[src/rtl/mesi_pkg.sv]
package mesi_pkg;
   typedef enum logic [1:0] {
      ST_I = 2'd0,
      ST_S = 2'd1,
      ST_E = 2'd2,
      ST_M = 2'd3
   } line_st_t;

   localparam logic CMD_RD  = 1'b0;
   localparam logic CMD_RDX = 1'b1;
endpackage

[src/rtl/mesi_line_store.sv]
module mesi_line_store
   import mesi_pkg::*;
#(
   parameter int NUM_LINES = 8,
   parameter int TAG_W     = 9,
   localparam int IDX_W    = $clog2(NUM_LINES)
) (
   input  logic                  clk,
   input  logic                  rst_n,
   input  logic [IDX_W-1:0]      ra_idx,
   output line_st_t              ra_st,
   output logic [TAG_W-1:0]      ra_tag,
   input  logic [IDX_W-1:0]      rb_idx,
   output line_st_t              rb_st,
   output logic [TAG_W-1:0]      rb_tag,
   input  logic                  wr_en,
   input  logic [IDX_W-1:0]      wr_idx,
   input  line_st_t              wr_st,
   input  logic [TAG_W-1:0]      wr_tag,
   output line_st_t [NUM_LINES-1:0] st_all
);
   logic [TAG_W-1:0] tag_all [NUM_LINES];

   initial begin
      assert (NUM_LINES >= 2 && (1 << IDX_W) == NUM_LINES)
         else $error("NUM_LINES must be a power of two, at least 2");
      assert (TAG_W >= 1) else $error("TAG_W must be positive");
   end

   for (genvar gi = 0; gi < NUM_LINES; gi++) begin : g_line
      line_st_t         st_r;
      logic [TAG_W-1:0] tag_r;
      logic             sel;
      assign sel = wr_en && (wr_idx == IDX_W'(gi));
      always_ff @(posedge clk) begin
         if (!rst_n) begin
            st_r  <= ST_I;
            tag_r <= '0;
         end else if (sel) begin
            st_r  <= wr_st;
            tag_r <= wr_tag;
         end
      end
      assign st_all[gi]  = st_r;
      assign tag_all[gi] = tag_r;
   end

   assign ra_st  = st_all[ra_idx];
   assign ra_tag = tag_all[ra_idx];
   assign rb_st  = st_all[rb_idx];
   assign rb_tag = tag_all[rb_idx];
endmodule

[src/rtl/mesi_pr_path.sv]
module mesi_pr_path
   import mesi_pkg::*;
#(
   parameter int ADDR_W = 12,
   parameter int IDX_W  = 3,
   localparam int TAG_W = ADDR_W - IDX_W
) (
   input  logic              req,
   input  logic              we,
   input  logic [ADDR_W-1:0] addr,
   input  line_st_t          cur_st,
   input  logic [TAG_W-1:0]  cur_tag,
   input  logic              shared_i,
   output logic              hit,
   output logic              bus_req,
   output logic              bus_cmd,
   output logic              victim_flush,
   output logic [ADDR_W-1:0] victim_addr,
   output logic              upd_en,
   output line_st_t          upd_st,
   output logic [TAG_W-1:0]  upd_tag
);
   logic [TAG_W-1:0] req_tag;
   logic [IDX_W-1:0] req_idx;
   logic             dirty_victim;

   assign req_tag      = addr[ADDR_W-1:IDX_W];
   assign req_idx      = addr[IDX_W-1:0];
   assign hit          = (cur_st != ST_I) && (cur_tag == req_tag);
   assign dirty_victim = !hit && (cur_st == ST_M);
   assign victim_addr  = {cur_tag, req_idx};

   always_comb begin
      bus_req      = 1'b0;
      bus_cmd      = CMD_RD;
      victim_flush = 1'b0;
      upd_en       = 1'b0;
      upd_st       = cur_st;
      upd_tag      = req_tag;
      if (req) begin
         if (we) begin
            if (hit && (cur_st == ST_M || cur_st == ST_E)) begin
               upd_en = 1'b1;
               upd_st = ST_M;
            end else begin
               bus_req      = 1'b1;
               bus_cmd      = CMD_RDX;
               victim_flush = dirty_victim;
               upd_en       = 1'b1;
               upd_st       = ST_M;
            end
         end else if (!hit) begin
            bus_req      = 1'b1;
            bus_cmd      = CMD_RD;
            victim_flush = dirty_victim;
            upd_en       = 1'b1;
            upd_st       = shared_i ? ST_S : ST_E;
         end
      end
   end
endmodule

[src/rtl/mesi_snoop_path.sv]
module mesi_snoop_path
   import mesi_pkg::*;
#(
   parameter int TAG_W        = 9,
   parameter bit SUPPLY_CLEAN = 1'b1
) (
   input  logic             valid,
   input  logic             cmd,
   input  logic [TAG_W-1:0] snp_tag,
   input  line_st_t         cur_st,
   input  logic [TAG_W-1:0] cur_tag,
   input  logic             chain_i,
   output logic             hit,
   output logic             chain_o,
   output logic             flush,
   output logic             upd_en,
   output line_st_t         upd_st
);
   logic clean_supply;

   assign hit     = valid && (cur_st != ST_I) && (cur_tag == snp_tag);
   assign chain_o = chain_i || hit;

   if (SUPPLY_CLEAN) begin : g_clean_supply
      assign clean_supply = (cur_st == ST_E) || (cur_st == ST_S && !chain_i);
   end else begin : g_dirty_only
      assign clean_supply = 1'b0;
   end

   assign flush = hit && ((cur_st == ST_M) || clean_supply);

   always_comb begin
      upd_en = 1'b0;
      upd_st = cur_st;
      if (hit) begin
         if (cmd == CMD_RDX) begin
            upd_en = 1'b1;
            upd_st = ST_I;
         end else if (cur_st != ST_S) begin
            upd_en = 1'b1;
            upd_st = ST_S;
         end
      end
   end
endmodule

[src/rtl/mesi_snoop_ctrl.sv]
module mesi_snoop_ctrl
   import mesi_pkg::*;
#(
   parameter int ADDR_W       = 12,
   parameter int NUM_LINES    = 8,
   parameter bit SUPPLY_CLEAN = 1'b1,
   localparam int IDX_W       = $clog2(NUM_LINES),
   localparam int TAG_W       = ADDR_W - IDX_W
) (
   input  logic              clk,
   input  logic              rst_n,
   input  logic              pr_req,
   input  logic              pr_we,
   input  logic [ADDR_W-1:0] pr_addr,
   output logic              pr_ready_o,
   output logic [1:0]        pr_state_o,
   output logic              bus_req_o,
   output logic              bus_cmd_o,
   output logic [ADDR_W-1:0] bus_addr_o,
   input  logic              shared_i,
   input  logic              snp_valid,
   input  logic              snp_cmd,
   input  logic [ADDR_W-1:0] snp_addr,
   output logic              shared_o,
   input  logic              chain_i,
   output logic              chain_o,
   output logic              flush_o,
   output logic [ADDR_W-1:0] flush_addr_o
);
   initial begin
      assert (ADDR_W > IDX_W) else $error("ADDR_W must exceed the index width");
   end

   logic [IDX_W-1:0] p_idx, s_idx;
   line_st_t         p_st, s_st;
   logic [TAG_W-1:0] p_tag, s_tag;
   line_st_t [NUM_LINES-1:0] st_all;

   logic             pr_fire, p_hit, p_breq, p_bcmd, p_vflush, p_upd;
   logic [ADDR_W-1:0] p_vaddr;
   line_st_t         p_upd_st;
   logic [TAG_W-1:0] p_upd_tag;

   logic             s_hit, s_flush, s_upd;
   line_st_t         s_upd_st;

   logic             wr_en;
   logic [IDX_W-1:0] wr_idx;
   line_st_t         wr_st;
   logic [TAG_W-1:0] wr_tag;

   assign p_idx   = pr_addr[IDX_W-1:0];
   assign s_idx   = snp_addr[IDX_W-1:0];
   assign pr_fire = pr_req && !snp_valid;

   mesi_line_store #(.NUM_LINES(NUM_LINES), .TAG_W(TAG_W)) u_store (
      .clk    (clk),
      .rst_n  (rst_n),
      .ra_idx (p_idx),
      .ra_st  (p_st),
      .ra_tag (p_tag),
      .rb_idx (s_idx),
      .rb_st  (s_st),
      .rb_tag (s_tag),
      .wr_en  (wr_en),
      .wr_idx (wr_idx),
      .wr_st  (wr_st),
      .wr_tag (wr_tag),
      .st_all (st_all)
   );

   mesi_pr_path #(.ADDR_W(ADDR_W), .IDX_W(IDX_W)) u_pr (
      .req          (pr_fire),
      .we           (pr_we),
      .addr         (pr_addr),
      .cur_st       (p_st),
      .cur_tag      (p_tag),
      .shared_i     (shared_i),
      .hit          (p_hit),
      .bus_req      (p_breq),
      .bus_cmd      (p_bcmd),
      .victim_flush (p_vflush),
      .victim_addr  (p_vaddr),
      .upd_en       (p_upd),
      .upd_st       (p_upd_st),
      .upd_tag      (p_upd_tag)
   );

   mesi_snoop_path #(.TAG_W(TAG_W), .SUPPLY_CLEAN(SUPPLY_CLEAN)) u_snp (
      .valid   (snp_valid),
      .cmd     (snp_cmd),
      .snp_tag (snp_addr[ADDR_W-1:IDX_W]),
      .cur_st  (s_st),
      .cur_tag (s_tag),
      .chain_i (chain_i),
      .hit     (s_hit),
      .chain_o (chain_o),
      .flush   (s_flush),
      .upd_en  (s_upd),
      .upd_st  (s_upd_st)
   );

   // snooped commands own the single write port
   always_comb begin
      if (s_upd) begin
         wr_en  = 1'b1;
         wr_idx = s_idx;
         wr_st  = s_upd_st;
         wr_tag = s_tag;
      end else begin
         wr_en  = p_upd;
         wr_idx = p_idx;
         wr_st  = p_upd_st;
         wr_tag = p_upd_tag;
      end
   end

   assign pr_ready_o   = !snp_valid;
   assign pr_state_o   = p_hit ? p_st : ST_I;
   assign bus_req_o    = p_breq;
   assign bus_cmd_o    = p_bcmd;
   assign bus_addr_o   = pr_addr;
   assign shared_o     = s_hit;
   assign flush_o      = s_flush || p_vflush;
   assign flush_addr_o = s_flush ? snp_addr : p_vaddr;

   AST_EXCL_FILL: assert property (@(posedge clk) disable iff (!rst_n)
      (pr_fire && !pr_we && bus_req_o && !shared_i) |=> st_all[$past(p_idx)] == ST_E);
   AST_SHARED_FILL: assert property (@(posedge clk) disable iff (!rst_n)
      (pr_fire && !pr_we && bus_req_o && shared_i) |=> st_all[$past(p_idx)] == ST_S);
   AST_SILENT_UPGRADE: assert property (@(posedge clk) disable iff (!rst_n)
      (pr_fire && pr_we && pr_state_o == ST_E) |-> !bus_req_o);
   AST_UPGRADE_TO_M: assert property (@(posedge clk) disable iff (!rst_n)
      (pr_fire && pr_we) |=> st_all[$past(p_idx)] == ST_M);
   AST_SHARED_NEEDS_SNOOP: assert property (@(posedge clk) disable iff (!rst_n)
      shared_o |-> snp_valid);
   AST_READX_KILLS: assert property (@(posedge clk) disable iff (!rst_n)
      (snp_valid && snp_cmd && shared_o) |=> st_all[$past(s_idx)] == ST_I);
   AST_CHAIN_KEEPS: assert property (@(posedge clk) disable iff (!rst_n)
      chain_i |-> chain_o);
   AST_SNOOP_STALLS_PR: assert property (@(posedge clk) disable iff (!rst_n)
      snp_valid |-> !bus_req_o);
endmodule

[config.mk]
export PLATFORM = sky130hd
export DESIGN_NAME = mesi_snoop_ctrl
export DESIGN_NICKNAME = d
export VERILOG_FILES = /design/src/rtl/mesi_pkg.sv /design/src/rtl/mesi_line_store.sv /design/src/rtl/mesi_pr_path.sv /design/src/rtl/mesi_snoop_path.sv /design/src/rtl/mesi_snoop_ctrl.sv
export SDC_FILE = /design/constraint.sdc
export NUM_CORES = 1
export LEC_CHECK = 0
export BUFFER_PORTS_ARGS = -buffer_cell sky130_fd_sc_hd__buf_2
export CORE_MARGIN = 2
export CORE_UTILIZATION = 59
export CTS_CLUSTER_DIAMETER = 200
export CTS_CLUSTER_SIZE = 16
export DETAILED_ROUTE_END_ITERATION = 6
export PLACE_DENSITY = 0.89
export SETUP_SLACK_MARGIN = 0.4
export SLEW_MARGIN = 0
export SYNTH_ARGS = -nofsm -noshare
export SYNTH_HDL_FRONTEND = slang
export SYNTH_SLANG_ARGS = --single-unit
[constraint.sdc]
create_clock -name clk -period 4.8 [get_ports clk]
set_input_delay 0.72 -clock clk [delete_from_list [all_inputs] [get_ports clk]]
set_output_delay 0.72 -clock clk [all_outputs]
set_load 0.01 [all_outputs]
Word-level counts from Yosys, hierarchy flattened:

Index checks and enable logic that the tools add are counted.
Widths: inputs -> output; s select.

* register bits: 88
* input port bits: 32
* output and inout bits: 32
* logic and storage cells: 102

* magnitude comparators: 4
* equality and inequality tests: 15
* multiplexer cells: 38
* bitwise logic cells: 2
* reduce and logical (&&, ||, !) cells: 27

Operators with widths (count)
* $bmux 9 s3: 2
* $mux 9: 5
* $mux 2: 11
* $eq 9x9->1: 2
* $logic_and 1x1->1: 16
* $mux 1: 16
* $bmux 2 s3: 2
* $eq 3x3->1 const B: 4
* $mux 12: 1
* $eq 2x2->1 const B: 4
* $ge 4x4->1 const B: 2
* $lt 3x4->1 const B: 2
* $not 3->4: 2
* $eq 3x2->1 const B: 2
* $logic_or 1x1->1: 5
* $reduce_bool 2->1: 2
* $eq 3x1->1 const B: 1
* $logic_not 1->1: 3
* $logic_not 3->1: 1
* $mux 3: 1
* $eq 2x1->1 const B: 1
* $ne 2x1->1 const B: 1

Depth between registers and ports, before layout:

Gate-level depths: netlist of the first run.

* depth in word-level cells: 12
* depth in mapped cells: 13

Hierarchy:

From an unflattened synthesis of the first run, not the netlist that was laid out.

* cells, all modules: 608
* area total of the unflattened synthesis: 5943.2 µm²

Modules (own cells, without submodules)
* mesi_line_store: times used 1, cells an instance 484, area each 4892.2 µm²
* mesi_snoop_ctrl: times used 1, cells an instance 47, area each 494.2 µm²
* mesi_pr_path: times used 1, cells an instance 54, area each 405.4 µm²
* mesi_snoop_path: times used 1, cells an instance 23, area each 151.4 µm²

Worst setup path before layout of the first run:

Ideal clock, no wire load.

* kind: input port to output port
* start point: input port snp_addr[1]
* end point: output port flush_addr_o[7]
* data arrival time: 3.361 ns
* required time: 4.080 ns
* slack: 0.719 ns
* stages: 10
* path buffers: 3
* cell sequence: buf_2 -> buf_2 -> mux4_2 -> mux2i_1 -> o21ai_0 -> nand4b_1 -> nor4_4 -> nand2_1 -> buf_2 -> mux2_1

* cells in the longest elaborated chain, start to end: 8
* elaborated cells on any way between the ends: 18

RTL lines
* from (decl): RTL line mesi_snoop_ctrl.sv:23 `input logic [ADDR_W-1:0] snp_addr,`
* $not 3->4 (not written as such) / $bmux 2 s3 (equally long branches): RTL line mesi_line_store.sv:51, mesi_line_store.sv:50
* $bmux 9 s3 / $mux 2 (equally long branches): RTL line mesi_line_store.sv:51, mesi_line_store.sv:50
* $mux 9 (not written as such) / $eq 2x1->1 (equally long branches): RTL line mesi_line_store.sv:51, mesi_snoop_path.sv:25
* $mux 9 (not written as such) / $logic_and 1x1->1 (equally long branches): RTL line mesi_line_store.sv:51, mesi_snoop_path.sv:25
* $eq 9x9->1 / $logic_or 1x1->1 (equally long branches): RTL line mesi_snoop_path.sv:21, mesi_snoop_path.sv:25
* $logic_and 1x1->1 / $logic_or 1x1->1 (equally long branches): RTL line mesi_snoop_path.sv:21, mesi_snoop_path.sv:30
* $logic_and 1x1->1 (*): RTL line mesi_snoop_path.sv:30 `assign flush = hit && ((cur_st == ST_M) || clean_supply);`
* $mux 12 (*): RTL line mesi_snoop_ctrl.sv:125 `assign flush_addr_o = s_flush ? snp_addr : p_vaddr;`
* to (decl): RTL line mesi_snoop_ctrl.sv:28 `output logic [ADDR_W-1:0] flush_addr_o`

Mark *: on every way between the ends. The rest lies on a longest branch, timed or not. The select of a mux whose other input is x is not followed.

Final worst setup path of the first run:

* start point: input port snp_addr[1]
* end point: output port flush_addr_o[2]

The elaborated chain is that of the path after synthesis.

==> results of run 1 <==
[placed cells by master, fill, tap and decap left out, types with 4 or more instances in the layout]
cell type and count:
nor4_1 8, nor2b_1 7, mux4_2 32, buf_4 25, o21ai_1 7, mux2_2 13
mux2i_1 82, inv_1 13, o21ai_0 43, nand3_1 45, nand2_1 24, a21oi_4 7
nand2b_1 6, nor2_1 58, a21oi_1 11, xnor2_1 9, clkbuf_8 9, a22o_1 5
dfxtp_1 88, buf_2 59, a22oi_1 4
[sequential cells by signal, summed over array words and instances, names as in the netlist]
name	cells
u_store.g_line.tag_r	72
u_store.g_line.st_r	16
[per-stage QoR]
stage / hold WS [ns] / setup WS, ns / instance area (um2) / instances
global route: 0.506 / 0.404 / 6160 / 743
detailed placement: 0.465 / 0.367 / 5920 / 727
CTS: 0.479 / 0.508 / 6150 / 743
floorplan: 0.439 / 0.719 / 5620 / 564
finish: 0.480 / 0.496 / 6160 / 743
global placement: 0.450 / 0.488 / 5920 / 727
[kinds of logic after synthesis]
group | Yosys count | share of synthesized area
and+or+nand+nor | 169 | 0.151
xor gates and xnor gates | 13 | 0.0216
muxes | 131 | 0.314
AOI/OAI and AO/OA | 97 | 0.128
buffers and inverters | 66 | 0.0721
DFF | 88 | 0.313
[cell type report]
class                   instances  area [um2]
multi-input cells             410        3460
fillers                       692        3080
flip-flops and latches         88        1760
repair buffers                 87         505
well taps                     129         161
clock buffers                   9         124
clock inverters                 7         103
inverters                      13        48.8
[routing by layer]
metal  GRT usage  vias up
met5           0        -
met4       0.182        0
met3      0.0600       92
met2       0.509      343
met1       0.400     2363
li1            -     2151
[path summary, 6_finish.rpt]
check	start	endpoint	slack, ns
worst min-delay path	u_store.g_line[7].tag_r[7]	u_store.g_line[7].tag_r[7]	0.48
worst max-delay path	snp_addr[1]	flush_addr_o[2]	0.50
worst max register to register	u_store.g_line[7].tag_r[2]	u_store.g_line[7].tag_r[8]	1.32
worst min register to register	u_store.g_line[7].tag_r[7]	u_store.g_line[7].tag_r[7]	0.48
[power groups by stage]
| stage | clock network (mW) | logic [mW] | registers (mW) |
|---|---|---|---|
| final | 0.589 | 0.229 | 0.748 |
| after floorplan | 0 | 0.165 | 0.761 |
| after CTS | 0.586 | 0.224 | 0.747 |
| after global placement | 0 | 0.215 | 0.763 |
| after detailed placement | 0 | 0.222 | 0.764 |
| after global routing | 0.620 | 0.243 | 0.749 |
[worst max-delay path: stages]
cell	delay, ns
clkbuf_4	0.29
mux4_2	0.55
mux2i_1	0.23
xor2_1	0.36
o21ai_0	0.24
nor4_4	0.28
nand2_1	0.22
buf_4	0.26
mux2_2	0.28
buf_2	0.14
[timing repair]
item                       CTS  global route
resized for setup            1             3
setup endpoints to repair    4             8
hold buffers                 0             0
buffers inserted             0             0
==> metrics.cfg, run 1 <==
[worst_hold_path]
hold_path.class = reg -> reg
min_path_cells = 2

[sta]
finalSetupTns_ns = 0
tightest_slew_ns = 0.805
period_share = 0.897
drv_slew = 0
hold_violations = 0
max_freq_mhz = 232
skew_ns = 0.00843
relSlewSlack = 0.461
report.final.setup_viol = 0
rsz0062_at_grt = false
fin_crit_ns = 4.30

[placed_design]
globalplace.congestion = 0.946
dp_hpwl_um = 11100
port_buffers = 63

[critical_path]
crit_arrival_ns = 3.58
critical_path_class = in -> out
cp-start-kind = primary input
worstPathMaxFanout = 13
worst-r2r-cell-count = 8
crit_required_ns = 4.08
cp-end-kind = output pin

[clock_network]
htree_num_levels = 3
clk_pin_slew_ns = 0.09
cts-buffers-inserted = 9
clock_sinks = 88
clock_latency_ns = 0.38
cts_tree = built
cts-root-buf = clkbuf_8
clockBufferDepth = 2

[floorplan]
die_w_um = 102
ioPinCount = 64
dieHeight_um = 102
start_util = 0.609
rows = 35
coreArea_um2 = 9240
dieArea_um2 = 10300

[synthesis]
netlist.area_leader.share = 0.313
synthTopCellsByCount = dfxtp_1, mux2i_1, nor2_1, nand3_1, o21ai_0
synth_area_leaders = dfxtp_1, mux2i_1, mux4_2
avgSynthCellArea_um2 = 9.97
synth-edff-count = 0
synth_ff_type = dfxtp_1
synthArstFlopShare = 0
synth_top_cell_by_area = dfxtp_1
syn_area_um2 = 5620
synth.most_common_cell = dfxtp_1
yosysUniqueCellTypes = 57
ys_seq_area_frac = 0.313
ys_ff_latch = 88
synth_nets = 596
syn_inst = 564
yosysWarnings = 0

[drt]
drt-met1-wl_um = 5940
detail_route.wl_per_cell_um = 21.3
met3_length_um = 1520
route.detailed.drc = 0
wl_met2_um = 7510
num_vias = 4949
drtIter0Drc = 624
drtAntennaViolNets = 0
dr.pass1.iters = 6
highest_layer = met4
drt_wl_total_um = 15800
viasPerCell = 6.66

[power]
totalPowerFinal_mw = 1.57
powerDensity_nw_per_um2 = 254
p_comb_frac = 0.146
clkPwrFrac = 0.376
p_leak_nw = 2.68
peakVddDrop_v = 0.000193
pwr-share-seq = 0.478
intPower_mw = 1.13
switching_share = 0.281
p_switching_mw = 0.440

[global_routing]
grt_pass1_wl_um = 24900
grt_max_degree = 48
grt_use_total = 0.317
grt_overflow = 0
grt_pass1_vias = 4755
antenna_found_initial = 0

[finish]
area_growth_pct = 9.55
post-route-util = 0.667
fin_nets = 641
antenna_cells = 0
drive_gt1_frac = 0.274

[job]
maxCapViolations = 0

[status]
status = completed

(Power assumes the default switching activity.)
==> run 2, diff against run 1 <==
Settings changed: ABC_CLOCK_PERIOD_IN_PS set to 5600, CORE_UTILIZATION 59 to 60, PLACE_DENSITY 0.89 to 0.91.
Clock period 4.8 ns to 5.6 ns, I/O delays scaled along.
==> run 2 against run 1 <==
Effect of this change:
- non-clock buffer count fell by 16
- global-route usage fell by 0.58 points
- cell area fell by 2.5%
- count of clock-buffer cells in the layout did not move
- combinational power fell by 17%
- worst setup slack improved by 0.19 ns
==> metrics.cfg, run 2 (same netlist as run 1, synthesis figures left out) <==
[drt]
detail_route.wl_per_cell_um = 21.9
drtAntennaViolNets = 0
viasPerCell = 6.81
dr.pass1.iters = 5
num_vias = 4831
drt_wl_total_um = 15600
route.detailed.drc = 0
drtIter0Drc = 559

[finish]
top_register = u_store.g_line.tag_r
largestRegisters = u_store.g_line.tag_r x72, u_store.g_line.st_r x16
largest_register_ffs = 72
antenna_cells = 0
final_cell_mix = dfxtp_1, mux2i_1, buf_2
area_growth_pct = 6.81
drive_gt1_frac = 0.254
layout_commonest_cell = dfxtp_1
fin_nets = 625

[global_routing]
antenna_found_initial = 0
grt_use_total = 0.311
grt_overflow = 0
grt_pass1_wl_um = 24200
grt_max_degree = 48
grt_pass1_vias = 4787

[critical_path]
worst-r2r-cell-count = 8
cp-start-kind = primary input
r2r_start = u_store.g_line[7].tag_r[6]
ff2ff_setup_slack_ns = 1.88
crit_required_ns = 4.76
cp-end-kind = output pin
crit_arrival_ns = 4.07
r2r_end = u_store.g_line[7].tag_r[8]
worstPathMaxFanout = 19
critical_path_class = in -> out

[job]
maxCapViolations = 0

[sta]
setup_ws_ns = 0.689
relSlewSlack = 0.340
max_freq_mhz = 204
report.final.setup_viol = 0
fin_crit_ns = 4.91
rsz0062_at_grt = false
drv_slew = 0
finalSetupTns_ns = 0
period_share = 0.877
hold_violations = 0
tightest_slew_ns = 0.989
skew_ns = 0.0143

[floorplan]
start_util = 0.614
die_w_um = 101
dieArea_um2 = 10200
coreArea_um2 = 9150
dieHeight_um = 101
ioPinCount = 64
rows = 35

[worst_hold_path]
min-delay-start = u_store.g_line[7].tag_r[7]
hold_end = u_store.g_line[7].tag_r[7]
hold_path.class = reg -> reg
min_path_cells = 2

[placed_design]
dp_hpwl_um = 10700
globalplace.congestion = 0.978
pre_cts_ws_ns = 0.793
port_buffers = 63

[clock_network]
cts-root-buf = clkbuf_8
clk_pin_slew_ns = 0.09
postCtsSetupRepairBufs = 0
cts_resized = 0
cts_tree = built
hold_buffers = 0
htree_num_levels = 3
clockBufferDepth = 2
cts-buffers-inserted = 9
clock_latency_ns = 0.38
clock_sinks = 88

[power]
peakVddDrop_v = 0.000192
p_leak_nw = 2.60
powerDensity_nw_per_um2 = 222

[status]
status = completed

-- run 2: layer usage --
layer	global-route usage	vias up	wire length (um)
met5	0	-	0
met4	0.176	0	668
met3	0.0645	67	1510
met2	0.524	301	7660
met1	0.369	2338	5720
li1	-	2125	-
-- run 2: final cells by class --
type | count | area, um2
Clock buffer | 9 | 124
Tap cell | 111 | 139
Clock inverter | 7 | 101
Fill cell | 672 | 3150
Sequential cell | 88 | 1760
Timing Repair Buffer | 71 | 375
Inverter | 13 | 48.8
Multi-Input combinational cell | 410 | 3460
-- run 2: how the worst max path moves through the flow --
| stage | startpoint | end | slack, ns | depth (start not counted) |
|---|---|---|---|---|
| after floorplan | snp_addr[1] | flush_addr_o[7] | 1.28 | 10 |
| after global placement | snp_addr[1] | flush_addr_o[1] | 0.86 | 10 |
| after detailed placement | snp_addr[0] | flush_addr_o[1] | 0.79 | 10 |
| after CTS | snp_addr[0] | flush_addr_o[2] | 0.77 | 10 |
| after global routing | snp_addr[1] | flush_addr_o[11] | 0.52 | 10 |
| final | snp_addr[1] | flush_addr_o[11] | 0.69 | 10 |
-- run 2: stage by stage --
stage	cells	instance area [um2]	power [mW]	util	hold WS (ns)
floorplan	564	5620	0.794	-	0.439
global placement	693	5780	0.834	0.632	0.452
detailed placement	693	5780	0.841	0.632	0.469
CTS	709	6010	1.33	0.656	0.485
global route	709	6010	1.37	0.656	0.508
finish	709	6010	1.33	0.656	0.485
-- run 2: critical path, stage by stage --
cell     delay (ns)
buf_2          0.42
mux4_2         0.57
mux2i_1        0.22
xor2_1         0.28
o21ai_0        0.20
nor4_4         0.39
nand2_1        0.38
buf_4          0.31
mux2i_1        0.25
buf_2          0.19
-- run 2: power breakdown --
group          switching [mW]  internal, mW  leakage, nW
registers             0.00679         0.634        0.710
logic                   0.120        0.0712         1.78
clock network           0.247         0.255        0.106
total                   0.374         0.960         2.60
==> run 3, diff against run 2 <==
Settings changed: CORE_MARGIN 2 to 4.
==> run 3 against run 2 <==
Effect of this change:
- sequential share of layout area decreased by 0.079 points
- highest routed layer unchanged
- total power is 3.1% higher
- cell count decreased by 0.14%
- critical endpoint is now flush_addr_o[2]
- count of clock-buffer cells in the layout did not move
- cell area rose by 0.27%
- worst setup slack worse by 0.040 ns
==> metrics.cfg, run 3 (same netlist as run 1, synthesis figures left out) <==
[status]
status = completed

[floorplan]
dieArea_um2 = 11000
coreArea_um2 = 9200
start_util = 0.611
rows = 35
die_w_um = 105
ioPinCount = 64
dieHeight_um = 105

[placed_design]
pre_cts_ws_ns = 0.766
port_buffers = 63
dp_hpwl_um = 10600
globalplace.congestion = 0.959

[finish]
largest_register_ffs = 72
largestRegisters = u_store.g_line.tag_r x72, u_store.g_line.st_r x16
layout_commonest_cell = dfxtp_1
fin_nets = 624
area_growth_pct = 7.10
post-route-util = 0.655
top_register = u_store.g_line.tag_r
drive_gt1_frac = 0.253
antenna_cells = 0
final_cell_mix = dfxtp_1, mux2i_1, buf_2

[power]
pwr-share-seq = 0.466
clkPwrFrac = 0.395
intPower_mw = 1.01
peakVddDrop_v = 0.000116
p_leak_nw = 2.61
p_switching_mw = 0.369
switching_share = 0.269
p_comb_frac = 0.139
powerDensity_nw_per_um2 = 228

[drt]
detail_route.wl_per_cell_um = 22.0
viasPerCell = 6.82
num_vias = 4832
drtIter0Drc = 400
drtAntennaViolNets = 0
route.detailed.drc = 0
drt_wl_total_um = 15600
dr.pass1.iters = 5

[global_routing]
grt_use_total = 0.285
grt_max_degree = 48
grt_pass1_vias = 4892
grt_pass1_wl_um = 24800
grt_overflow = 0
antenna_found_initial = 0

[clock_network]
clock_latency_ns = 0.37
clockBufferDepth = 2
hold_buffers = 0
cts-root-buf = clkbuf_8
postCtsSetupRepairBufs = 0
cts-buffers-inserted = 9
clk_pin_slew_ns = 0.09
cts_resized = 0
clock_sinks = 88
cts_tree = built
htree_num_levels = 3

[sta]
fin_crit_ns = 4.95
relSlewSlack = 0.378
drv_slew = 0
hold_violations = 0
whs_ns = 0.478
rsz0062_at_grt = false
period_share = 0.884
max_freq_mhz = 202
tightest_slew_ns = 0.932
report.final.setup_viol = 0
skew_ns = 0.0141
setup_ws_ns = 0.648
finalSetupTns_ns = 0

[critical_path]
worstPathMaxFanout = 35
cp-start-kind = primary input
cp_slowest_cell = buf_2
path_cells = buf_2, mux4_2, mux2i_1, xor2_1, o21ai_0, nor4_4, nand2_1, buf_4, mux2_2, buf_2
crit_required_ns = 4.76
ff2ff_setup_slack_ns = 2.01
critPathTopFamily = buffers and inverters
critical_path_class = in -> out
worst-path-buf-inv = 3
crit_arrival_ns = 4.11
worst_path_largest_cell_delay_ns = 0.59
cp-end-kind = output pin
path_common_cell = buf_2

[job]
maxCapViolations = 0

[worst_hold_path]
hold_path.class = reg -> reg

## run 3: cell types whose count changed in the layout (fill, tap and decap cells not counted), sizes merged
cell      delta
clkinv       +1
bufinv       +1
buf          -1
clkinvlp     -2
## run 3: path summary, 6_finish.rpt
kind	cells past startpoint	start	to
worst max-delay path	10	snp_addr[2]	flush_addr_o[2]
worst min-delay path	2	u_store.g_line[7].tag_r[2]	u_store.g_line[7].tag_r[2]
worst max register to register	8	u_store.g_line[7].tag_r[6]	u_store.g_line[2].tag_r[8]
worst min register to register	2	u_store.g_line[7].tag_r[2]	u_store.g_line[7].tag_r[2]
## run 3: stage by stage
stage / instance area, um2 / std cells / total power, mW
6_report: 6020 / 708 / 1.38
5_1_grt: 6020 / 708 / 1.42
4_1_cts: 6020 / 708 / 1.37
3_5_place_dp: 5770 / 692 / 0.840
3_3_place_gp: 5770 / 692 / 0.834
2_1_floorplan: 5620 / 564 / 0.794
## run 3: routing by layer
layer	part of all wire	global-route usage
met1	0.37	0.342
met2	0.48	0.470
met3	0.094	0.0679
met4	0.057	0.159
met5	0	0
## run 3: layout make-up
cell class,instances,area [um2]
multi-input cells,410,3460
fillers,696,3170
flip-flops and latches,88,1760
repair buffers,70,368
well taps,111,139
clock inverters,7,125
clock buffers,9,124
inverters,13,48.8
## run 3: power by group through the flow
stage	combinational [mW]	sequential, mW	clock [mW]
after floorplan	0.142	0.652	0
after global placement	0.180	0.654	0
after detailed placement	0.185	0.655	0
after CTS	0.188	0.640	0.545
after global routing	0.204	0.642	0.570
final	0.191	0.640	0.543
## run 3: worst reg2reg max path: stages (launching register included)
cell and delay [ns]:
dfxtp_1 0.34, mux4_2 0.49, mux2i_1 0.25, xnor2_1 0.23
nand4_1 0.47, nor4b_4 0.76, mux2i_1 0.66, mux2i_1 0.20
nor2_1 0.13
